File: src/rtl/qpc_pkg.sv
package qpc_pkg;

    // Resolution codes seen on res_mode
    typedef enum logic [1:0] {
        RES_X1  = 2'b00,
        RES_X2  = 2'b01,
        RES_X4  = 2'b10,
        RES_X4B = 2'b11
    } res_e;

    // Accepted track pair
    typedef struct packed {
        logic a;
        logic b;
    } trk_t;

    // Result of classifying one accepted change
    typedef struct packed {
        logic fire;   // emit a pulse
        logic up;     // direction of that pulse
        logic bad;    // both tracks moved together
    } step_t;

    // Direction of a single-track change: A leading B counts up
    function automatic logic step_is_up(trk_t prv, trk_t cur);
        logic a_moved;
        a_moved = prv.a ^ cur.a;
        if (a_moved) begin
            return cur.a != cur.b;
        end
        return cur.b == cur.a;
    endfunction

    // Whether a given single-track change counts at the chosen resolution
    function automatic logic step_counts(trk_t prv, trk_t cur, res_e mode);
        logic a_moved;
        a_moved = prv.a ^ cur.a;
        case (mode)
            RES_X1:  return a_moved && !cur.b;
            RES_X2:  return a_moved;
            default: return 1'b1;
        endcase
    endfunction

    function automatic step_t classify(trk_t prv, trk_t cur, res_e mode);
        step_t r;
        logic [1:0] diff;
        diff   = {prv.a ^ cur.a, prv.b ^ cur.b};
        r.bad  = (diff == 2'b11);
        r.up   = step_is_up(prv, cur);
        r.fire = (diff == 2'b10 || diff == 2'b01) && step_counts(prv, cur, mode);
        return r;
    endfunction

endpackage

File: src/rtl/qpc_sync.sv
module qpc_sync #(
    parameter int WIDTH  = 2,
    parameter int STAGES = 2
) (
    input  logic             clk,
    input  logic             rst,
    input  logic [WIDTH-1:0] d_async,
    output logic [WIDTH-1:0] d_sync
);
    logic [WIDTH-1:0] chain [STAGES];

    genvar g;
    generate
        for (g = 0; g < STAGES; g++) begin : g_stage
            if (g == 0) begin : g_first
                always_ff @(posedge clk) begin
                    if (rst) chain[g] <= '0;
                    else     chain[g] <= d_async;
                end
            end else begin : g_next
                always_ff @(posedge clk) begin
                    if (rst) chain[g] <= '0;
                    else     chain[g] <= chain[g-1];
                end
            end
        end
    endgenerate

    assign d_sync = chain[STAGES-1];
endmodule

File: src/rtl/qpc_glitch_filter.sv
module qpc_glitch_filter
    import qpc_pkg::*;
#(
    parameter int FILT_CYCLES = 4   // must be 2 or more
) (
    input  logic clk,
    input  logic rst,
    input  trk_t smp,       // synchronized sample
    input  logic hold,      // inhibit window: freeze validation
    output trk_t acc,       // accepted state
    output trk_t acc_prev,  // state before the last acceptance
    output logic strobe     // one cycle after each acceptance
);
    localparam int CW = $clog2(FILT_CYCLES + 1);
    localparam logic [CW-1:0] LAST = CW'(FILT_CYCLES - 1);

    trk_t          cand;
    logic [CW-1:0] cnt;

    always_ff @(posedge clk) begin
        if (rst) begin
            acc      <= '0;
            acc_prev <= '0;
            cand     <= '0;
            cnt      <= '0;
            strobe   <= 1'b0;
        end else begin
            strobe <= 1'b0;
            if (hold || smp == acc) begin
                cand <= acc;
                cnt  <= '0;
            end else if (smp != cand) begin
                cand <= smp;
                cnt  <= CW'(1);
            end else if (cnt == LAST) begin
                acc_prev <= acc;
                acc      <= smp;
                strobe   <= 1'b1;
                cnt      <= '0;
            end else begin
                cnt <= cnt + CW'(1);
            end
        end
    end
endmodule

File: src/rtl/qpc_step_decode.sv
module qpc_step_decode
    import qpc_pkg::*;
(
    input  logic  strobe,
    input  trk_t  acc_prev,
    input  trk_t  acc,
    input  res_e  mode,
    output step_t step
);
    step_t raw;

    always_comb begin
        raw  = classify(acc_prev, acc, mode);
        step = '0;
        if (strobe) begin
            step = raw;
        end
    end
endmodule

File: src/rtl/qpc_pulse_gen.sv
module qpc_pulse_gen
    import qpc_pkg::*;
#(
    parameter int PW_BITS  = 8,
    parameter bit COMBINED = 1'b0
) (
    input  logic               clk,
    input  logic               rst,
    input  step_t              step,
    input  logic [PW_BITS-1:0] pw_cycles,
    output logic               active,
    output logic               line0_n,
    output logic               line1
);
    logic [PW_BITS-1:0] left;
    logic               dir_q;
    logic [PW_BITS-1:0] pw_eff;

    assign pw_eff = (pw_cycles == '0) ? PW_BITS'(1) : pw_cycles;

    always_ff @(posedge clk) begin
        if (rst) begin
            active <= 1'b0;
            left   <= '0;
            dir_q  <= 1'b1;
        end else if (active) begin
            if (left == PW_BITS'(1)) active <= 1'b0;
            left <= left - PW_BITS'(1);
        end else if (step.fire) begin
            active <= 1'b1;
            left   <= pw_eff;
            dir_q  <= step.up;
        end
    end

    generate
        if (COMBINED) begin : g_comb
            assign line0_n = !active;
            assign line1   = dir_q;
        end else begin : g_split
            assign line0_n = !(active && dir_q);
            assign line1   = !(active && !dir_q);
        end
    endgenerate
endmodule

File: src/rtl/qpc_converter.sv
module qpc_converter
    import qpc_pkg::*;
#(
    parameter int FILT_CYCLES = 4,
    parameter int PW_BITS     = 8,
    parameter bit COMBINED    = 1'b0
) (
    input  logic               clk,
    input  logic               rst,
    input  logic               enc_a,
    input  logic               enc_b,
    input  logic [1:0]         res_mode,
    input  logic [PW_BITS-1:0] pw_cycles,
    output logic               out0_n,
    output logic               out1,
    output logic               step_err
);
    logic [1:0] ab_sync;
    trk_t       smp, acc, acc_prev;
    logic       strobe, active;
    step_t      step;

    qpc_sync #(.WIDTH(2), .STAGES(2)) i_sync (
        .clk(clk), .rst(rst), .d_async({enc_a, enc_b}), .d_sync(ab_sync)
    );

    assign smp = trk_t'(ab_sync);

    qpc_glitch_filter #(.FILT_CYCLES(FILT_CYCLES)) i_filt (
        .clk(clk), .rst(rst), .smp(smp), .hold(active || strobe),
        .acc(acc), .acc_prev(acc_prev), .strobe(strobe)
    );

    qpc_step_decode i_dec (
        .strobe(strobe), .acc_prev(acc_prev), .acc(acc),
        .mode(res_e'(res_mode)), .step(step)
    );

    qpc_pulse_gen #(.PW_BITS(PW_BITS), .COMBINED(COMBINED)) i_pulse (
        .clk(clk), .rst(rst), .step(step), .pw_cycles(pw_cycles),
        .active(active), .line0_n(out0_n), .line1(out1)
    );

    assign step_err = step.bad;
endmodule

File: config.mk
export PLATFORM = sky130hd
export DESIGN_NAME = qpc_converter
export DESIGN_NICKNAME = d
export VERILOG_FILES = /design/src/rtl/qpc_pkg.sv /design/src/rtl/qpc_sync.sv /design/src/rtl/qpc_glitch_filter.sv /design/src/rtl/qpc_step_decode.sv /design/src/rtl/qpc_pulse_gen.sv /design/src/rtl/qpc_converter.sv
export SDC_FILE = /design/constraint.sdc
export NUM_CORES = 1
export LEC_CHECK = 0
export BUFFER_PORTS_ARGS = -buffer_cell sky130_fd_sc_hd__buf_2
export CAP_MARGIN = 15
export CORE_ASPECT_RATIO = 1.75
export CORE_UTILIZATION = 50
export DETAILED_ROUTE_END_ITERATION = 12
export MAX_ROUTING_LAYER = met4
export PLACE_DENSITY_LB_ADDON = 0.2
export SLEW_MARGIN = 25
export SYNTH_ARGS = -nofsm -noshare
export SYNTH_HDL_FRONTEND = slang
export SYNTH_SLANG_ARGS = --single-unit
File: constraint.sdc
create_clock -name clk -period 1.75 [get_ports clk]
set_input_delay 0.35 -clock clk [delete_from_list [all_inputs] [get_ports clk]]
set_output_delay 0.35 -clock clk [all_outputs]
set_load 0.03 [all_outputs]
==> results.yml, run 1 <==
placement:
  port_buffers: 16
  place.gp.congestion: 0.826
  dp_hpwl_microns: 1850
synth:
  yosysWarnings: 0
  seq_area_frac_synth_pct: 40.3
  synth_cells: 133
  synth_edf_count: 0
  netlist_top_cells_count: "24 x dfxtp_1, 15 x nor2_1, 10 x a21oi_1"
  synth_area_sq_um: 1190
  synth.most_common_cell: "dfxtp_1"
  synth-main-ff-cell: "dfxtp_1"
  synthDistinctLibCells: 36
  yosysTopAreaCellShare_pct: 40.3
  synth_top_area_cell: "dfxtp_1"
  ys_async_sr_fraction_pct: 0
  avgSynthCellArea_sq_um: 8.97
  synth_seq_cells: 24
  syn-num-nets: 151
  yosys-top-cells-area: "dfxtp_1 40%, nor2_1 4.7%, xor2_1 4.4%"
finish:
  area_growth_syn_to_layout_pct: 25.3
  n_antenna_cell: 0
  final_nets: 181
  fin_util_pct: 65.7
  drive_gt1_share_pct: 25.9
  nFillCells: 196
timing:
  worst_pin_slew_ps: 439
  setup_tns_ps: 0
  skew_ps: 3.01
  max_freq_ghz: 0.602
  min_period_over_period_pct: 94.9
  drv_slew: 0
  setup_viol: 0
  hold_ws_ps: 293
  hold_viol: 0
  rsz0062_at_grt: "no"
  period_minus_slack_ps: 1660
  slew_headroom_pct: 70.5
detailed_routing:
  antenna_left: 0
  first_pass_iters: 4
  highest_layer: "met4"
  num_vias: 1045
  routedLengthMet1_microns: 985
  wl_met2_microns: 1500
  route.detailed.drc: 0
  via_per_inst: 5.59
  wl_per_cell_microns: 14.0
  wl_met3_microns: 71
  drt-total-wl_microns: 2610
  first_iter_violations: 30
cts:
  clkTransAtPathRegs_ps: 90
  tritoncts: "yes"
  insertion_delay_ps: 260
  cts_buffer_depth: 2
  cts_sinks: 24
  cts_hold_buf: 0
  cts_buffers: 3
  cts_root_buf: "clkbuf_8"
  htreeDepth: 1
die:
  coreArea_sq_um: 2270
  ioPinCount: 17
  fp.dieH_microns: 66.6
  die_w_microns: 38.9
  std_cell_rows: 23
  die_area_sq_um: 2590
  start_util_pct: 52.4
pwr:
  p_leak_nw: 0.619
  ir_drop_mv: 0.711
  p_per_area_nw_per_um2: 732
worst_setup_path:
  cp-start-kind: "flip-flop"
  crit_type: "flip-flop to flip-flop"
  worst-path-max-fanout: 5
  cp.arrival_ps: 1820
  r2r_start: "i_filt.acc_prev[1]$_SDFFE_PP0P_"
  cp.required_ps: 1910
  critPathLaunch: "i_filt.acc_prev[1]$_SDFFE_PP0P_"
  critPathCaptureType: "flip-flop"
global_routing:
  grt_first_pass_wirelength_microns: 4220
  antenna_found_initial: 0
  grt_max_degree: 23
  groute.usage.overall_pct: 23.3
  grt_pass1_vias: 1048
  grt_overflow: 0
hold_path:
  hold_class: "input pin to flip-flop"
  min_from: "enc_a"
run_status:
  outcome: "completed"
run:
  drv_cap: 0
[timing repair]
item                                    CTS  global route
gates cloned                              0             1
endpoints found under the setup margin    1             9
pin swaps                                 1             4
resized for setup                         1             5
setup buffers                             3             1
[critical path: stages (launching register included)]
cell      delay (ps)
dfxtp_2          340
xor2_2           180
buf_4            140
mux2i_4          180
buf_6            150
o211ai_4         260
nor2_1            60
a211o_1          230
[cells by family after synthesis]
kind of cell	synth area share, %
muxes	5.67
AOI/OAI and AO/OA	17.2
and+or+nand+nor	21.8
adders and majority gates	4.20
xor gates and xnor gates	7.24
DFF	40.3
buffers and inverters	3.57
[sequential cells by signal, summed over array words and instances, names as in the netlist, 2 cells and up]
signal / count
i_filt.acc_prev: 2
i_filt.acc: 2
i_filt.cand: 2
i_sync.chain: 4
i_filt.cnt: 3
i_pulse.left: 8
[routing by layer]
layer	track usage, %	up-vias
li1	-	523
met1	23.6	491
met2	43.3	27
met3	2.00	4
met4	9.05	0
met5	-	-
[layout by cell type (no fill, tap or decap), types with 4 or more instances in the layout]
cell type	n
a21oi_1	10
buf_2	16
buf_4	11
dfxtp_1	22
ha_1	4
inv_1	7
mux2i_1	4
nand2_1	9
nand3_1	4
nor2_1	15
nor2b_1	7
o21ai_0	4
xor2_1	6
[report_power, final]
| group | internal (mW) | leakage, nW | switching [mW] |
|---|---|---|---|
| Clock | 0.306 | 0.0357 | 0.178 |
| Sequential | 0.552 | 0.196 | 0.00419 |
| Combinational | 0.0237 | 0.388 | 0.0301 |
| Total | 0.882 | 0.619 | 0.212 |
[final timing paths]
| check | to | slack (ps) | cells after the start |
|---|---|---|---|
| setup reg to reg | i_pulse.dir_q$_SDFFE_PP1P_ | 90 | 7 |
| hold / removal | i_sync.chain[0][1]$_SDFF_PP0_ | 290 | 2 |
| setup / recovery | i_pulse.dir_q$_SDFFE_PP1P_ | 90 | 7 |
| hold reg to reg | i_sync.chain[1][1]$_SDFF_PP0_ | 450 | 1 |
[through the flow]
stage          area (sq um)  setup WS (ps)  power [mW]  cells
2_1_floorplan          1190           14.7       0.595    133
3_3_place_gp           1350           38.4       0.617    178
3_5_place_dp           1350          -29.9       0.619    178
4_1_cts                1450          -22.4        1.10    185
5_1_grt                1490           3.89        1.12    187
6_report               1490           89.2        1.09    187
[final cells by class]
type,instances,area [sq um],area share [%]
Multi-Input combinational cell,99,708,47.4
Sequential cell,24,483,32.3
Timing Repair Buffer,28,174,11.6
Clock buffer,3,41.3,2.76
Tap cell,25,31.3,2.09
Clock inverter,1,30.0,2.01
Inverter,7,26.3,1.76
No activity file was read; power rests on OpenSTA's default activity.
==> run 2: changes to the inputs <==
==> constraint.sdc (replaced) <==
create_clock -name clk -period 1.5 [get_ports clk]
set_input_delay 0.3 -clock clk [delete_from_list [all_inputs] [get_ports clk]]
set_output_delay 0.3 -clock clk [all_outputs]
set_load 0.01 [all_outputs]
==> run 2 against run 1 <==
Effect of this change: the flow now finishes with violations (negative setup slack); routed wire length up 9.4%; utilization rose by 7.1 points; non-clock buffer count grew 10; sequential cell count is the same; maximum frequency down 0.50%; design area up 11%; register-to-register slack got worse by 260 ps; global-route usage is 1.9 points higher; first-iteration DRC count is 47% lower; worst setup slack worse by 260 ps; clock power up 5.2%; critical path type unchanged; highest routed layer unchanged.
==> results.yml, run 2 (synthesized netlist as in run 1, its figures left out) <==
run_status:
  outcome: "finished, violations left"
  violations: "negative setup slack"
finish:
  largest_register_ff_count: 8
  final_cell_mix: "18 x dfxtp_1, 18 x buf_4, 15 x buf_2"
  fin_util_pct: 72.8
  drive_gt1_share_pct: 39.2
  n_antenna_cell: 0
  area_growth_syn_to_layout_pct: 38.8
  final_nets: 190
  regMostFlops: "i_pulse.left"
  reg.largest.list: "i_pulse.left x8, i_sync.chain x4, i_filt.cnt x3"
timing:
  setup_viol: 11
  hold_viol: 0
  min_period_over_period_pct: 111
  rsz0062_at_grt: "yes"
  worst_pin_slew_ps: 415
  drv_slew: 0
  skew_ps: 3.01
  period_minus_slack_ps: 1670
  slew_headroom_pct: 72.3
  finalWorstSetupSlack_ps: -169
  setup_tns_ps: -1270
  max_freq_ghz: 0.599
  hold_ws_ps: 230
worst_setup_path:
  path_delay_family: "flip-flops"
  cp_slowest_stage_delay_ps: 380
  cp.arrival_ps: 1860
  critical_path_buf_inv_count: 2
  rrSetupSlack_ps: -170
  r2r_start: "i_filt.acc[1]$_SDFFE_PP0P_"
  crit_path_frequent_cell: "buf_4"
  reg2reg_to: "i_pulse.left[5]$_SDFFE_PP0P_"
  crit_chain: "xor2_4, mux2i_4, buf_4, o211ai_4, buf_4, a211oi_1"
  critPathSlowestCell: "dfxtp_4"
  worst-path-max-fanout: 6
  cp.required_ps: 1690
  critPathCaptureType: "flip-flop"
  crit_type: "flip-flop to flip-flop"
  reg2regPathDepth: 6
  cp-start-kind: "flip-flop"
cts:
  cts_hold_buf: 0
  clkTransAtPathRegs_ps: 90
  cts_buffers: 3
  tritoncts: "yes"
  cts_buffer_depth: 2
  htreeDepth: 1
  cts_sinks: 24
  cts_root_buf: "clkbuf_8"
  insertion_delay_ps: 270
pwr:
  p_per_area_nw_per_um2: 739
  ir_drop_mv: 0.537
  p_leak_nw: 0.679
global_routing:
  antenna_found_initial: 0
  grt_overflow: 0
  grt_first_pass_wirelength_microns: 4380
  grt_max_degree: 23
  grt_pass1_vias: 1014
  groute.usage.overall_pct: 25.2
placement:
  dp_hpwl_microns: 2090
  place.gp.congestion: 0.755
  port_buffers: 16
hold_path:
  hold_class: "input pin to flip-flop"
  hold_end: "i_sync.chain[0][0]$_SDFF_PP0_"
  min_from: "enc_b"
  hold_depth: 2
detailed_routing:
  drt-total-wl_microns: 2860
  first_iter_violations: 16
  via_per_inst: 5.46
  wl_per_cell_microns: 14.6
  routedLengthMet1_microns: 1140
  wl_met2_microns: 1540
  first_pass_iters: 4
  num_vias: 1070
  wl_met3_microns: 76
  antenna_left: 0
  highest_layer: "met4"
  route.detailed.drc: 0
die:
  fp.dieH_microns: 66.6
  coreArea_sq_um: 2270
  std_cell_rows: 23
  die_w_microns: 38.9
  start_util_pct: 52.4
  die_area_sq_um: 2590
  ioPinCount: 17
run:
  drv_cap: 0
==> run 2: cell types whose count changed in the layout (fill, tap and decap cells not counted), sizes merged <==
cell,previous run,this run
o211ai,5,4
bufinv,1,0
buf,28,38
clkbuf,3,4
==> run 2: per-layer routing <==
layer,track usage [%],up-vias
met2,41.9,21
met5,-,-
li1,-,540
met4,14.2,0
met1,26.9,499
met3,4.33,10
==> run 2: worst max path at each step <==
stage	from	endpoint	slack (ps)	depth (start not counted)
2_1_floorplan	i_filt.acc[1]$_SDFFE_PP0P_	i_pulse.left[0]$_SDFFE_PP0P_	-60	5
3_3_place_gp	i_filt.acc[1]$_SDFFE_PP0P_	i_pulse.left[0]$_SDFFE_PP0P_	-80	5
3_5_place_dp	i_filt.acc[1]$_SDFFE_PP0P_	i_pulse.left[0]$_SDFFE_PP0P_	-140	5
4_1_cts	i_filt.acc[1]$_SDFFE_PP0P_	i_pulse.left[0]$_SDFFE_PP0P_	-140	5
5_1_grt	i_filt.acc_prev[1]$_SDFFE_PP0P_	i_pulse.left[0]$_SDFFE_PP0P_	-270	5
6_report	i_filt.acc[1]$_SDFFE_PP0P_	i_pulse.left[5]$_SDFFE_PP0P_	-170	6
==> run 2: final cells by class <==
type | count | area [sq um]
fill | 167 | 618
clock buffer | 4 | 66.3
tap | 25 | 31.3
sequential | 24 | 493
inverter | 7 | 26.3
timing repair buffer | 38 | 267
multi-input combinational | 98 | 772
==> run 2: where the power goes <==
group	switching (mW)	internal (mW)	leakage, nW
clock network	0.218	0.290	0.0339
registers	0.00449	0.641	0.198
logic	0.0383	0.0311	0.447
==> run 2: per-stage QoR <==
step / setup slack [ps] / instances / area (sq um) / total power, mW
finish: -169 / 196 / 1660 / 1.22
global route: -269 / 196 / 1660 / 1.26
CTS: -144 / 192 / 1570 / 1.23
detailed placement: -136 / 187 / 1460 / 0.724
global placement: -84.8 / 187 / 1460 / 0.721
floorplan: -58.1 / 133 / 1230 / 0.693
==> run 2: what timing repair did <==
item,CTS,global route
pin swaps,8,8
setup buffers,1,4
resized for setup,10,12
endpoints found under the hold margin,0,0
setup endpoints to repair,14,15
==> run 3: changes to the inputs <==
Settings changed: CELL_PAD_IN_SITES_DETAIL_PLACEMENT from default to 0, CELL_PAD_IN_SITES_GLOBAL_PLACEMENT from default to 1, CORE_UTILIZATION 50 to 38, CTS_BUF_LIST from default to sky130_fd_sc_hd__clkbuf_16.
==> run 3 against run 2 <==
Effect of this change: the flow still finishes with violations (negative setup slack); routed wire length fell by 3.8%; design area fell by 1.4%; utilization fell by 18 points; die area rose by 30%; clock power rose by 13%; sequential share of layout area rose by 0.36 points; critical path type unchanged; non-clock buffer count fell by 3; largest cell class unchanged; combinational power fell by 2%.
==> results.yml, run 3 (synthesized netlist as in run 1, its figures left out) <==
worst_setup_path:
  cp.arrival_ps: 1790
  critPathCaptureType: "flip-flop"
  cp-start-kind: "flip-flop"
  cp.required_ps: 1650
  crit_type: "flip-flop to flip-flop"
  worst-path-max-fanout: 3
cts:
  clkTransAtPathRegs_ps: 60
  cts_buffers: 3
  cts_sinks: 24
  cts_root_buf: "clkbuf_16"
  htreeDepth: 1
  tritoncts: "yes"
  insertion_delay_ps: 250
  cts_hold_buf: 0
  cts_buffer_depth: 2
pwr:
  power.total_mw: 1.29
  ir_drop_mv: 0.685
  p_leak_nw: 0.664
  p_per_area_nw_per_um2: 790
placement:
  place_inst: 203
  dpl_cell_area_sq_um: 1470
  place.gp.congestion: 0.786
  dp_hpwl_microns: 2100
  port_buffers: 16
  dp_slack_ps: -172
hold_path:
  hold_class: "input pin to flip-flop"
global_routing:
  grt_first_pass_wirelength_microns: 4730
  grt_max_degree: 23
  grt_pass1_vias: 1082
  groute.usage.overall_pct: 19.2
  antenna_found_initial: 0
  grt_overflow: 0
timing:
  slew_headroom_pct: 70.1
  max_freq_ghz: 0.608
  min_period_over_period_pct: 110
  hold_viol: 0
  setup_viol: 10
  drv_slew: 0
  setup_tns_ps: -856
  rsz0062_at_grt: "yes"
  period_minus_slack_ps: 1640
  skew_ps: 4.17
  finalWorstSetupSlack_ps: -145
  worst_pin_slew_ps: 448
  hold_ws_ps: 259
finish:
  area_growth_syn_to_layout_pct: 36.8
  nFillCells: 289
  final_cell_mix: "19 x dfxtp_1, 16 x buf_4, 15 x buf_2"
  ff_latch_area_sq_um: 492
  final_common_cell: "dfxtp_1"
  final_nets: 187
  finalNonFillerCells: 210
  drive_gt1_share_pct: 34.5
  n_antenna_cell: 0
  reg.largest.list: "i_pulse.left x8, i_sync.chain x4, i_filt.cnt x3"
  regMostFlops: "i_pulse.left"
  fin_util_pct: 55.1
  multi_input_area_sq_um: 742
  final_area_sq_um: 1630
  largest_register_ff_count: 8
detailed_routing:
  first_pass_iters: 4
  first_iter_violations: 25
  drt-total-wl_microns: 2750
  wl_per_cell_microns: 13.1
  num_vias: 1048
  antenna_left: 0
  via_per_inst: 4.99
  route.detailed.drc: 0
die:
  coreArea_sq_um: 2960
  fp.dieH_microns: 76.1
  die_area_sq_um: 3370
  ioPinCount: 17
  std_cell_rows: 26
  start_util_pct: 40.3
  die_w_microns: 44.3
run:
  drv_cap: 0
run_status:
  violations: "negative setup slack"
  outcome: "finished, violations left"
## run 3: changes by cell type in the layout (fill, tap and decap cells not counted), sizes merged
| cell | previous run | this run |
|---|---|---|
| clkbuf | 4 | 3 |
| buf | 38 | 35 |
| inv | 7 | 8 |
## run 3: metal layers
layer  share of wire [%]  routed length, microns  track usage, %
met4                 1.5                      42            7.27
met5                   0                       0               -
met2                  59                    1620            35.9
met1                  37                    1030            18.8
met3                 2.1                      57            2.37
## run 3: path summary, 6_finish.rpt
| path | startpoint | end | slack (ps) | cells after the start |
|---|---|---|---|---|
| worst max-delay path | i_filt.acc_prev[1]$_SDFFE_PP0P_ | i_pulse.left[1]$_SDFFE_PP0P_ | -140 | 5 |
| worst max register to register | i_filt.acc_prev[1]$_SDFFE_PP0P_ | i_pulse.left[1]$_SDFFE_PP0P_ | -140 | 5 |
| worst min-delay path | enc_b | i_sync.chain[0][0]$_SDFF_PP0_ | 260 | 2 |
| worst min register to register | i_sync.chain[0][0]$_SDFF_PP0_ | i_sync.chain[1][0]$_SDFF_PP0_ | 440 | 1 |
## run 3: layout make-up
cell class                 instances  area share (%)
tap                               42            3.22
clock inverter                     1           0.230
multi-input combinational         98            45.5
inverter                           7            1.61
clock buffer                       3            4.60
timing repair buffer              35            14.7
sequential                        24            30.1
## run 3: timing repair
action	CTS	global route
endpoints found under the setup margin	12	15
gates resized for setup	11	5
pin swaps	6	7
setup buffers	3	0
## run 3: worst max-delay path, stage by stage (launching register included)
cell      delay [ps]
dfxtp_4          360
xor2_4           260
mux2i_4          330
o211ai_2         140
buf_4            170
o311a_1          270
## run 3: power by group
group / switching, mW / internal (mW)
clock: 0.219 / 0.356
sequential: 0.00413 / 0.642
combinational: 0.0376 / 0.0303
